--- config.mk ---
export PLATFORM = sky130hd
export DESIGN_NAME = zbt_sram
export DESIGN_NICKNAME = d
export VERILOG_FILES = /design/src/rtl/zsr_pkg.sv /design/src/rtl/zsr_burst.sv /design/src/rtl/zsr_array.sv /design/src/rtl/zsr_fwd.sv /design/src/rtl/zbt_sram.sv
export SDC_FILE = /design/constraint.sdc
export NUM_CORES = 2
export LEC_CHECK = 0
export BUFFER_PORTS_ARGS = -buffer_cell sky130_fd_sc_hd__buf_2
export CORE_MARGIN = 10
export CORE_UTILIZATION = 63
export CTS_CLUSTER_DIAMETER = 200
export CTS_CLUSTER_SIZE = 40
export DETAILED_ROUTE_END_ITERATION = 7
export PLACE_DENSITY = 0.79
export SYNTH_ARGS = -nofsm -noshare
export SYNTH_HDL_FRONTEND = slang
export SYNTH_SLANG_ARGS = --single-unit
--- constraint.sdc ---
create_clock -name clk -period 3.4 [get_ports clk]
set_input_delay 0.68 -clock clk [delete_from_list [all_inputs] [get_ports clk]]
set_output_delay 0.68 -clock clk [all_outputs]
set_load 0.05 [all_outputs]
--- src/rtl/zsr_pkg.sv ---
package zsr_pkg;

    localparam int BYTE_W = 9;

    typedef enum logic {
        ORD_LINEAR = 1'b0,
        ORD_XOR    = 1'b1
    } burst_ord_e;

    // Low two address bits of a burst beat.
    function automatic logic [1:0] beat_lsb(
        input logic [1:0] start,
        input logic [1:0] beat,
        input burst_ord_e ord
    );
        if (ord == ORD_XOR) begin
            return start ^ beat;
        end
        return start + beat;
    endfunction

endpackage

--- src/rtl/zsr_burst.sv ---
module zsr_burst
    import zsr_pkg::*;
#(
    parameter int ADDR_W = 6
) (
    input  logic              clk,
    input  logic              rst_n,
    input  logic              burst_ilv,
    input  logic              ce_a_n,
    input  logic              ce_b,
    input  logic              ce_c_n,
    input  logic              adv,
    input  logic              we_n,
    input  logic [ADDR_W-1:0] addr,
    output logic              iss_vld,
    output logic              iss_wr,
    output logic [ADDR_W-1:0] iss_a
);

    typedef struct packed {
        logic              act;
        logic              wr;
        logic [ADDR_W-1:0] base;
        logic [1:0]        beat;
    } bst_t;

    bst_t       q, d;
    logic       sel;
    logic [1:0] nxt_beat;

    assign sel = ~ce_a_n & ce_b & ~ce_c_n;

    always_comb begin
        d        = q;
        iss_vld  = 1'b0;
        iss_wr   = q.wr;
        iss_a    = q.base;
        nxt_beat = q.beat + 2'd1;
        if (adv) begin
            if (q.act) begin
                d.beat  = nxt_beat;
                iss_vld = 1'b1;
                iss_a   = {q.base[ADDR_W-1:2],
                           beat_lsb(q.base[1:0], nxt_beat, burst_ord_e'(burst_ilv))};
            end
        end else if (sel) begin
            d.act   = 1'b1;
            d.wr    = ~we_n;
            d.base  = addr;
            d.beat  = 2'd0;
            iss_vld = 1'b1;
            iss_wr  = ~we_n;
            iss_a   = addr;
        end else begin
            d.act = 1'b0;
        end
    end

    always_ff @(posedge clk or negedge rst_n) begin
        if (!rst_n) begin
            q <= '0;
        end else begin
            q <= d;
        end
    end

    // each advance moves the beat counter by exactly one
    a_r9_beat_step: assert property (@(posedge clk) disable iff (!rst_n)
        (adv && q.act) |=> (q.beat == $past(q.beat) + 2'd1));

    // a deselected cycle ends the burst
    a_r13_desel_ends_burst: assert property (@(posedge clk) disable iff (!rst_n)
        (!adv && !sel) |=> !q.act);

endmodule

--- src/rtl/zsr_array.sv ---
module zsr_array
    import zsr_pkg::*;
#(
    parameter int ADDR_W = 6,
    parameter int BYTES  = 4
) (
    input  logic                     clk,
    input  logic                     wr_en,
    input  logic [ADDR_W-1:0]        wr_a,
    input  logic [BYTES-1:0]         wr_bwn,
    input  logic [BYTES*BYTE_W-1:0]  wr_dat,
    input  logic [ADDR_W-1:0]        rd_a,
    output logic [BYTES*BYTE_W-1:0]  rd_dat
);

    localparam int DEPTH = 1 << ADDR_W;

    for (genvar g = 0; g < BYTES; g++) begin : g_lane
        logic [BYTE_W-1:0] lane_mem [DEPTH];

        always_ff @(posedge clk) begin
            if (wr_en && !wr_bwn[g]) begin
                lane_mem[wr_a] <= wr_dat[g*BYTE_W +: BYTE_W];
            end
        end

        assign rd_dat[g*BYTE_W +: BYTE_W] = lane_mem[rd_a];
    end

endmodule

--- src/rtl/zsr_fwd.sv ---
module zsr_fwd
    import zsr_pkg::*;
#(
    parameter int BYTES = 4
) (
    input  logic                    hit,
    input  logic [BYTES-1:0]        bwn,
    input  logic [BYTES*BYTE_W-1:0] stored,
    input  logic [BYTES*BYTE_W-1:0] fresh,
    output logic [BYTES*BYTE_W-1:0] merged
);

    for (genvar g = 0; g < BYTES; g++) begin : g_lane
        assign merged[g*BYTE_W +: BYTE_W] = (hit && !bwn[g]) ?
            fresh[g*BYTE_W +: BYTE_W] : stored[g*BYTE_W +: BYTE_W];
    end

endmodule

--- src/rtl/zbt_sram.sv ---
module zbt_sram
    import zsr_pkg::*;
#(
    parameter int ADDR_W = 6,
    parameter int BYTES  = 4
) (
    input  logic                    clk,
    input  logic                    rst_n,
    input  logic                    flow_mode,
    input  logic                    burst_ilv,
    input  logic                    ce_a_n,
    input  logic                    ce_b,
    input  logic                    ce_c_n,
    input  logic                    adv,
    input  logic                    we_n,
    input  logic [BYTES-1:0]        bw_n,
    input  logic [ADDR_W-1:0]       addr,
    input  logic                    oe_n,
    input  logic [BYTES*BYTE_W-1:0] dq_in,
    output logic [BYTES*BYTE_W-1:0] dq_out,
    output logic                    dq_oe
);

    localparam int DW = BYTES * BYTE_W;

    typedef struct packed {
        logic              vld;
        logic              wr;
        logic [ADDR_W-1:0] a;
        logic [BYTES-1:0]  bwn;
    } cmd_t;

    typedef struct packed {
        cmd_t          c1;    // command sampled at the last edge
        cmd_t          c2;    // command sampled one edge earlier
        logic          ovld;  // pipelined output register valid
        logic [DW-1:0] odat;
    } st_t;

    st_t               q, d;
    logic              iss_vld, iss_wr;
    logic [ADDR_W-1:0] iss_a;
    logic              arr_we;
    logic [ADDR_W-1:0] arr_wa;
    logic [BYTES-1:0]  arr_bwn;
    logic [DW-1:0]     rd_raw, rd_fwd;
    logic              fwd_hit;
    logic              rd_vis;
    logic [DW-1:0]     rd_dat;

    zsr_burst #(.ADDR_W(ADDR_W)) u_burst (
        .clk       (clk),
        .rst_n     (rst_n),
        .burst_ilv (burst_ilv),
        .ce_a_n    (ce_a_n),
        .ce_b      (ce_b),
        .ce_c_n    (ce_c_n),
        .adv       (adv),
        .we_n      (we_n),
        .addr      (addr),
        .iss_vld   (iss_vld),
        .iss_wr    (iss_wr),
        .iss_a     (iss_a)
    );

    // Late-write slot: one edge after the command in flow-through, two in pipelined.
    always_comb begin
        if (flow_mode) begin
            arr_we  = q.c1.vld & q.c1.wr;
            arr_wa  = q.c1.a;
            arr_bwn = q.c1.bwn;
        end else begin
            arr_we  = q.c2.vld & q.c2.wr;
            arr_wa  = q.c2.a;
            arr_bwn = q.c2.bwn;
        end
    end

    zsr_array #(.ADDR_W(ADDR_W), .BYTES(BYTES)) u_array (
        .clk    (clk),
        .wr_en  (arr_we),
        .wr_a   (arr_wa),
        .wr_bwn (arr_bwn),
        .wr_dat (dq_in),
        .rd_a   (q.c1.a),
        .rd_dat (rd_raw)
    );

    // Pipelined read right behind a write to the same word: its data is on dq_in now.
    assign fwd_hit = ~flow_mode & q.c2.vld & q.c2.wr & (q.c2.a == q.c1.a);

    zsr_fwd #(.BYTES(BYTES)) u_fwd (
        .hit    (fwd_hit),
        .bwn    (q.c2.bwn),
        .stored (rd_raw),
        .fresh  (dq_in),
        .merged (rd_fwd)
    );

    always_comb begin
        d        = q;
        d.c1.vld = iss_vld;
        d.c1.wr  = iss_wr;
        d.c1.a   = iss_a;
        d.c1.bwn = bw_n;
        d.c2     = q.c1;
        d.ovld   = ~flow_mode & q.c1.vld & ~q.c1.wr;
        d.odat   = rd_fwd;
    end

    always_ff @(posedge clk or negedge rst_n) begin
        if (!rst_n) begin
            q <= '0;
        end else begin
            q <= d;
        end
    end

    assign rd_vis = flow_mode ? (q.c1.vld & ~q.c1.wr) : q.ovld;
    assign rd_dat = flow_mode ? rd_raw : q.odat;
    assign dq_oe  = rd_vis & ~oe_n;
    assign dq_out = dq_oe ? rd_dat : '0;

    // a pipelined read reaches the output register one edge later
    a_r2_pipe_read_lat: assert property (@(posedge clk) disable iff (!rst_n)
        (!flow_mode && q.c1.vld && !q.c1.wr) |=> q.ovld);

    // a pipelined write reaches the array port two edges after its command
    a_r4_pipe_write_slot: assert property (@(posedge clk) disable iff (!rst_n)
        (!flow_mode && q.c1.vld && q.c1.wr) |=> arr_we);

    // a flow-through write reaches the array port one edge after its command
    a_r5_flow_write_slot: assert property (@(posedge clk) disable iff (!rst_n)
        (flow_mode && iss_vld && iss_wr) |=> arr_we);

    // an incomplete chip select issues nothing
    a_r7_desel_idle: assert property (@(posedge clk) disable iff (!rst_n)
        (!adv && (ce_a_n || !ce_b || ce_c_n)) |=> !q.c1.vld);

    // output enable overrides the read pipeline without waiting for a clock edge
    always_comb begin
        if (rst_n && oe_n) begin
            a_r8_oe_off: assert (!dq_oe && dq_out == '0);
        end
    end

endmodule

# After elaboration in Yosys (flattened, before gate mapping)
# Memories as Yosys holds them, arrays and structs flattened.
# Index checks and enable logic that the tools add are counted.
dict set report word_totals {
  register_bits 71
  mem_bits_rw 2304
  inputBits 56
  wordCells 94
  memories 4
}
dict set report op_classes {
  n_addsub 2
  n_eq_ne 2
  muxes 34
  bitwise_logic 19
  reduce_logical 19
}
# name words word_bits rd rd_ports_with_merged_regs write_ports line_no
set mem_list {}
lappend mem_list {{u_array.g_lane[0].lane_mem} 64 9 1 0 1 zsr_array.sv:19} ;# logic [BYTE_W-1:0] lane_mem [DEPTH];
lappend mem_list {{u_array.g_lane[1].lane_mem} 64 9 1 0 1 zsr_array.sv:19}
lappend mem_list {{u_array.g_lane[2].lane_mem} 64 9 1 0 1 zsr_array.sv:19}
lappend mem_list {{u_array.g_lane[3].lane_mem} 64 9 1 0 1 zsr_array.sv:19}
# op n
set op_table {}
lappend op_table {{$mux W36} 2}
lappend op_table {{$mux W9} 4}
lappend op_table {{$mux W1} 18}
lappend op_table {{$mux W6} 3}
lappend op_table {{$mux W2} 6}
lappend op_table {{$and A1 B1 Y1} 11}
lappend op_table {{$logic_and A1 B1 Y1} 8}
lappend op_table {{$logic_not A1 Y1} 8}
lappend op_table {{$not A1 Y1} 7}
lappend op_table {{$eq A6 B6 Y1} 1}
lappend op_table {{$mux W4} 1}
lappend op_table {{$reduce_and A2 Y1} 2}
lappend op_table {{$add A2 B1 Y2 const B} 1}
lappend op_table {{$add A2 B2 Y2} 1}
lappend op_table {{$ne A2 B1 Y1 const B} 1}
lappend op_table {{$reduce_bool A2 Y1} 1}
lappend op_table {{$xor A2 B2 Y2} 1}

# Depth between registers and ports, before layout
dict set report logic_depth {
  depth_word 6
  mapped_depth 10
  ltp_nobuf 8
}

# Hierarchy
# Synthesis repeated with hierarchy kept, for this count alone.
dict set report unflattened {
  hier_cells 4296
  hier_area_um2 91843.1
}
# mod instances cells_each area_each_um2 seq_area_each_um2
set modules_own_cells {}
lappend modules_own_cells {zsr_array 1 4034 88322.2 69186.4}
lappend modules_own_cells {zbt_sram 1 169 2328.5 1526.5}
lappend modules_own_cells {zsr_fwd 1 44 610.6 0.0}
lappend modules_own_cells {zsr_burst 1 49 581.8 250.2}

# Worst setup path after synthesis
# Ideal clock, no wire load.
dict set report synth_timing {
  path_kind {input port to output port}
  startpoint {in flow_mode}
  endpoint {out dq_out[15]}
  arrival_time_ps 3262
  setup_slack_ps -542
  stages 7
  n_path_buf 2
  path_cell_list {mux2i_1 -> or2_2 -> clkbuf_1 -> inv_1 -> nand2_1 -> clkbuf_1 -> o32ai_1}
}
dict set report synth_between {
  elab_chain_len 3
  elab_cells_between_ends 4
  cone_classes {3 x mux; 1 x bitwise}
}
# element line_no
set synth_lines {}
lappend synth_lines {{from (decl)} zbt_sram.sv:9} ;# input logic flow_mode,
lappend synth_lines {{$mux W1} zbt_sram.sv:119} ;# assign rd_vis = flow_mode ? (q.c1.vld & ~q.c1.wr) : q.ovld;
lappend synth_lines {{$and A1 B1 Y1} zbt_sram.sv:121} ;# assign dq_oe = rd_vis & ~oe_n;
lappend synth_lines {{named net dq_oe} zbt_sram.sv:21} ;# output logic dq_oe
lappend synth_lines {{$mux W36} zbt_sram.sv:122} ;# assign dq_out = dq_oe ? rd_dat : '0;
lappend synth_lines {{to (decl)} zbt_sram.sv:20} ;# output logic [BYTES*BYTE_W-1:0] dq_out,
# The timed path passes the listed nets, and every way through them passes these cells.

# Worst setup path after layout
dict set report layout_timing {
  startpoint {reg q, in the netlist d[43]}
  endpoint {out dq_out[3]}
}
dict set report layout_between {
  elab_chain_len 3
}
# element line_no
set layout_lines {}
lappend layout_lines {{from (decl)} zbt_sram.sv:40} ;# st_t q, d;
lappend layout_lines {{from (signal assigned)} zbt_sram.sv:113} ;# q <= '0;
lappend layout_lines {{from (signal assigned)} zbt_sram.sv:115} ;# q <= d;
lappend layout_lines {{$mem_v2 Z64 W9} -}
lappend layout_lines {{$mux W36} zbt_sram.sv:120} ;# assign rd_dat = flow_mode ? rd_raw : q.odat;
lappend layout_lines {{$mux W36} zbt_sram.sv:122}
# No other way between the ends.

==> results.sh <==
export IMPL_root_buffer="clkbuf_16"
export IMPL_start_kind="flop"
export IMPL_drv_slew=0
export IMPL_comb_power_share_pct=25.7
export IMPL_avgSynthCellArea_um2=17.9
export IMPL_final_nets=6137
export IMPL_synth_top_cells_by_area="edfxtp_1 (74%), mux2i_1 (9.5%), mux4_2 (3.3%)"
export IMPL_grt_pass1_wl_um=381000
export IMPL_path_class="flop to output port"
export IMPL_hold_viol_final=0
export IMPL_regArea_mm2=0.0710
export IMPL_hold_path_class="primary input to flop"
export IMPL_clkTransAtPathRegs_ns=0.14
export IMPL_clockBufferDepth=3
export IMPL_seqPwrFrac_pct=54.1
export IMPL_status="finished, violations left"
export IMPL_cp_endpoint="dq_out[3]"
export IMPL_hpwl_um=178000
export IMPL_final_antenna_net_count=0
export IMPL_path_cells="buf_6 > buf_12 > buf_4 > mux2i_1 > a22oi_1 > and3_4 > nor4_1 > a32o_2 > o22ai_4 > buf_12"
export IMPL_grt_most_used_layer="met2"
export IMPL_tightest_slew_ns=1.32
export IMPL_dr_pass1_iters=8
export IMPL_clock_skew_ns=0.0637
export IMPL_synth_nets=5262
export IMPL_design_area_mm2=0.109
export IMPL_syn_inst=5205
export IMPL_synth_distinct_cells=58
export IMPL_rr_startpoint="d[46]$_DFF_PN0_"
export IMPL_dieArea_mm2=0.164
export IMPL_dpl_instance_area_mm2=0.103
export IMPL_p_sw_mw=16.9
export IMPL_synth_top_cell_area_share_pct=74.3
export IMPL_met1_usage_pct=40.9
export IMPL_synth_ff_type="edfxtp_1"
export IMPL_vdd_drop_max_mv=0.517
export IMPL_vias=55700
export IMPL_final_period_utilization_pct=126
export IMPL_setup_violations_final=36
export IMPL_grt_use_total_pct=32.4
export IMPL_wl_per_cell_um=34.1
export IMPL_fmax_mhz=234
export IMPL_post_route_min_period_ns=4.28
export IMPL_drc=54
export IMPL_ff2ff_path_depth=9
export IMPL_syn_area_mm2=0.0931
export IMPL_rows=141
export IMPL_path_common_cell="buf_12"
export IMPL_rsz0062_at_grt="yes"
export IMPL_clk_latency_ns=0.78
export IMPL_core_mm2=0.147
export IMPL_worstReg2RegEnd="u_array.g_lane[1].lane_mem[25][4]$_DFFE_PP_"
export IMPL_drt_iter0_drc=9016
export IMPL_crit_path_max_incr_delay_ns=0.48
export IMPL_crit_start="d[43]$_DFF_PN0_"
export IMPL_yosys_warnings=0
export IMPL_fp_dieH_um=404
export IMPL_worstPathMaxFanout=14
export IMPL_synth_most_common_cell="edfxtp_1"
export IMPL_syn_to_final_growth_pct=17.4
export IMPL_critPathCaptureType="output port"
export IMPL_grt_overflow_total=0
export IMPL_cp_num_cells=10
export IMPL_gp_congestion=0.986
export IMPL_reg2reg_slack_ns=0.13
export IMPL_synth_commonest_cells="edfxtp_1 (2304), mux2i_1 (888), nor2_1 (350), a22oi_1 (200), o22ai_1 (179)"
export IMPL_drive_gt1_share_pct=27.8
export IMPL_cts_tree="done"
export IMPL_use_met3_pct=7.57
export IMPL_async_reset_ff_share_pct=2.99
export IMPL_crit_family="buffers and inverters"
export IMPL_grt_antenna_before_repair=15
export IMPL_critPathSlowestCell="dfrtp_4"
export IMPL_layout_setup_ws_ns=-0.878
export IMPL_cp_data_required_time_ns=2.72
export IMPL_grtUsageMet2_pct=50.8
export IMPL_worst_ep_arrival_time_ns=3.60
export IMPL_swShare_pct=28.1
export IMPL_holdWs_ns=0.0291
export IMPL_cts_made_buffers=69
export IMPL_port_buffers=92
export IMPL_synth_edf_count=2304
export IMPL_die_w_um=404
export IMPL_pin_count=93
export IMPL_p_leak_nw=37.4
export IMPL_grt_pass1_vias=54000
export IMPL_min_from="bw_n[2]"
export IMPL_htree_levels=3
export IMPL_grt_max_degree=72
export IMPL_pwr_share_clk_pct=20.2
export IMPL_p_int_mw=43.3
export IMPL_critPathBufInv=4
export IMPL_detail_route_vias_per_cell=6.90
export IMPL_routed_wl_um=275000
export IMPL_cap_viol_max_count=0
export IMPL_start_util_pct=63.2
export IMPL_p_per_area_mw_per_mm2=551
export IMPL_synth_largest_area_cell="edfxtp_1"
export IMPL_maxSlewHeadroom_pct=11.8
export IMPL_synth_seq_area_share_pct=76.2
export IMPL_violations="DRC, setup timing"
export IMPL_multiInputGateArea_mm2=0.0227
export IMPL_ys_ff_latch=2375
export IMPL_cts_sinks=2375
export IMPL_nFillCells=7919
stage by stage:
stage	util, %	std cells	power, mW	setup TNS [ns]	worst slack [ns]
finish	74.2	8078	60.2	-27.66	-0.878
floorplan	-	5205	39.6	-2.42	-0.356
global placement	69.8	7761	45.2	-5.23	-0.677
CTS	72.9	7960	58.6	-26.49	-0.848
detailed placement	69.8	7761	45.5	-6.25	-0.732
global route	74.2	8073	61.3	-29.10	-0.913
cell families after synthesis:
kind of cell / after synthesis / synth area share, %
AND/OR/NAND/NOR: 811 / 4.06
XOR/XNOR: 11 / 0.103
multiplexers: 1042 / 13.1
adder cells (fa/ha/maj): 1 / 0.0134
AO/OA/AOI/OAI: 658 / 4.91
buffers and inverters: 307 / 1.64
flip-flops: 2375 / 76.2
worst min path at each step:
stage / slack [ns] / end / depth (start not counted)
2_1_floorplan: 0.35 / q[43]$_DFF_PN0_ / 0
3_3_place_gp: 0.36 / q[40]$_DFF_PN0_ / 0
3_5_place_dp: 0.37 / q[40]$_DFF_PN0_ / 0
4_1_cts: 0.003 / d[39]$_DFF_PN0_ / 1
5_1_grt: 0.009 / d[39]$_DFF_PN0_ / 1
6_report: 0.03 / d[39]$_DFF_PN0_ / 1
cell type report:
class,count,share of cell area [%]
Multi-Input combinational cell,2523,20.8
Antenna cell,16,0.0366
Timing Repair Buffer,1105,10.1
Clock buffer,118,1.79
Clock inverter,5,0.0733
Inverter,6,0.0206
Tap cell,1930,2.21
Sequential cell,2375,64.9
cell usage in the layout, fill, tap and decap left out, drive strengths merged, types with 28 or more instances in the layout:
cell / n
a22oi: 201
nand3: 32
nor3: 46
nor2b: 28
a21oi: 44
buf: 1087
nand2: 163
dfrtp: 71
clkbuf: 127
o21ai: 68
nor4: 48
edfxtp: 2304
nand2b: 45
mux4: 137
a211oi: 68
mux2i: 888
nor2: 363
and3: 70
o22ai: 179
flip-flops by register name, indices dropped and copies added, names as in the netlist:
name	count
u_burst.q	10
q	49
d	12
u_array.g_lane.lane_mem	2304
metal layers:
metal / share of wire (%) / up-vias
li1: - / 22400
met1: 33 / 27800
met2: 47 / 4546
met3: 13 / 948
met4: 7.8 / 8
met5: 0.037 / -
power by group through the flow:
stage	clock, mW	combinational [mW]	sequential (mW)
5_1_grt	13.0	15.8	32.6
6_report	12.2	15.5	32.6
2_1_floorplan	0	6.54	33.1
4_1_cts	12.1	13.9	32.6
3_5_place_dp	0	12.3	33.2
3_3_place_gp	0	12.0	33.2
timing repair:
item / in CTS / in global routing
pin swaps: 100 / 106
setup endpoints to repair: 54 / 36
hold buffers: 4 / 0
endpoints found under the hold margin: 56 / 0
resized for setup: 330 / 216
buffers inserted: 59 / 103
cloned: 16 / 9
(Power assumes the default switching activity.)
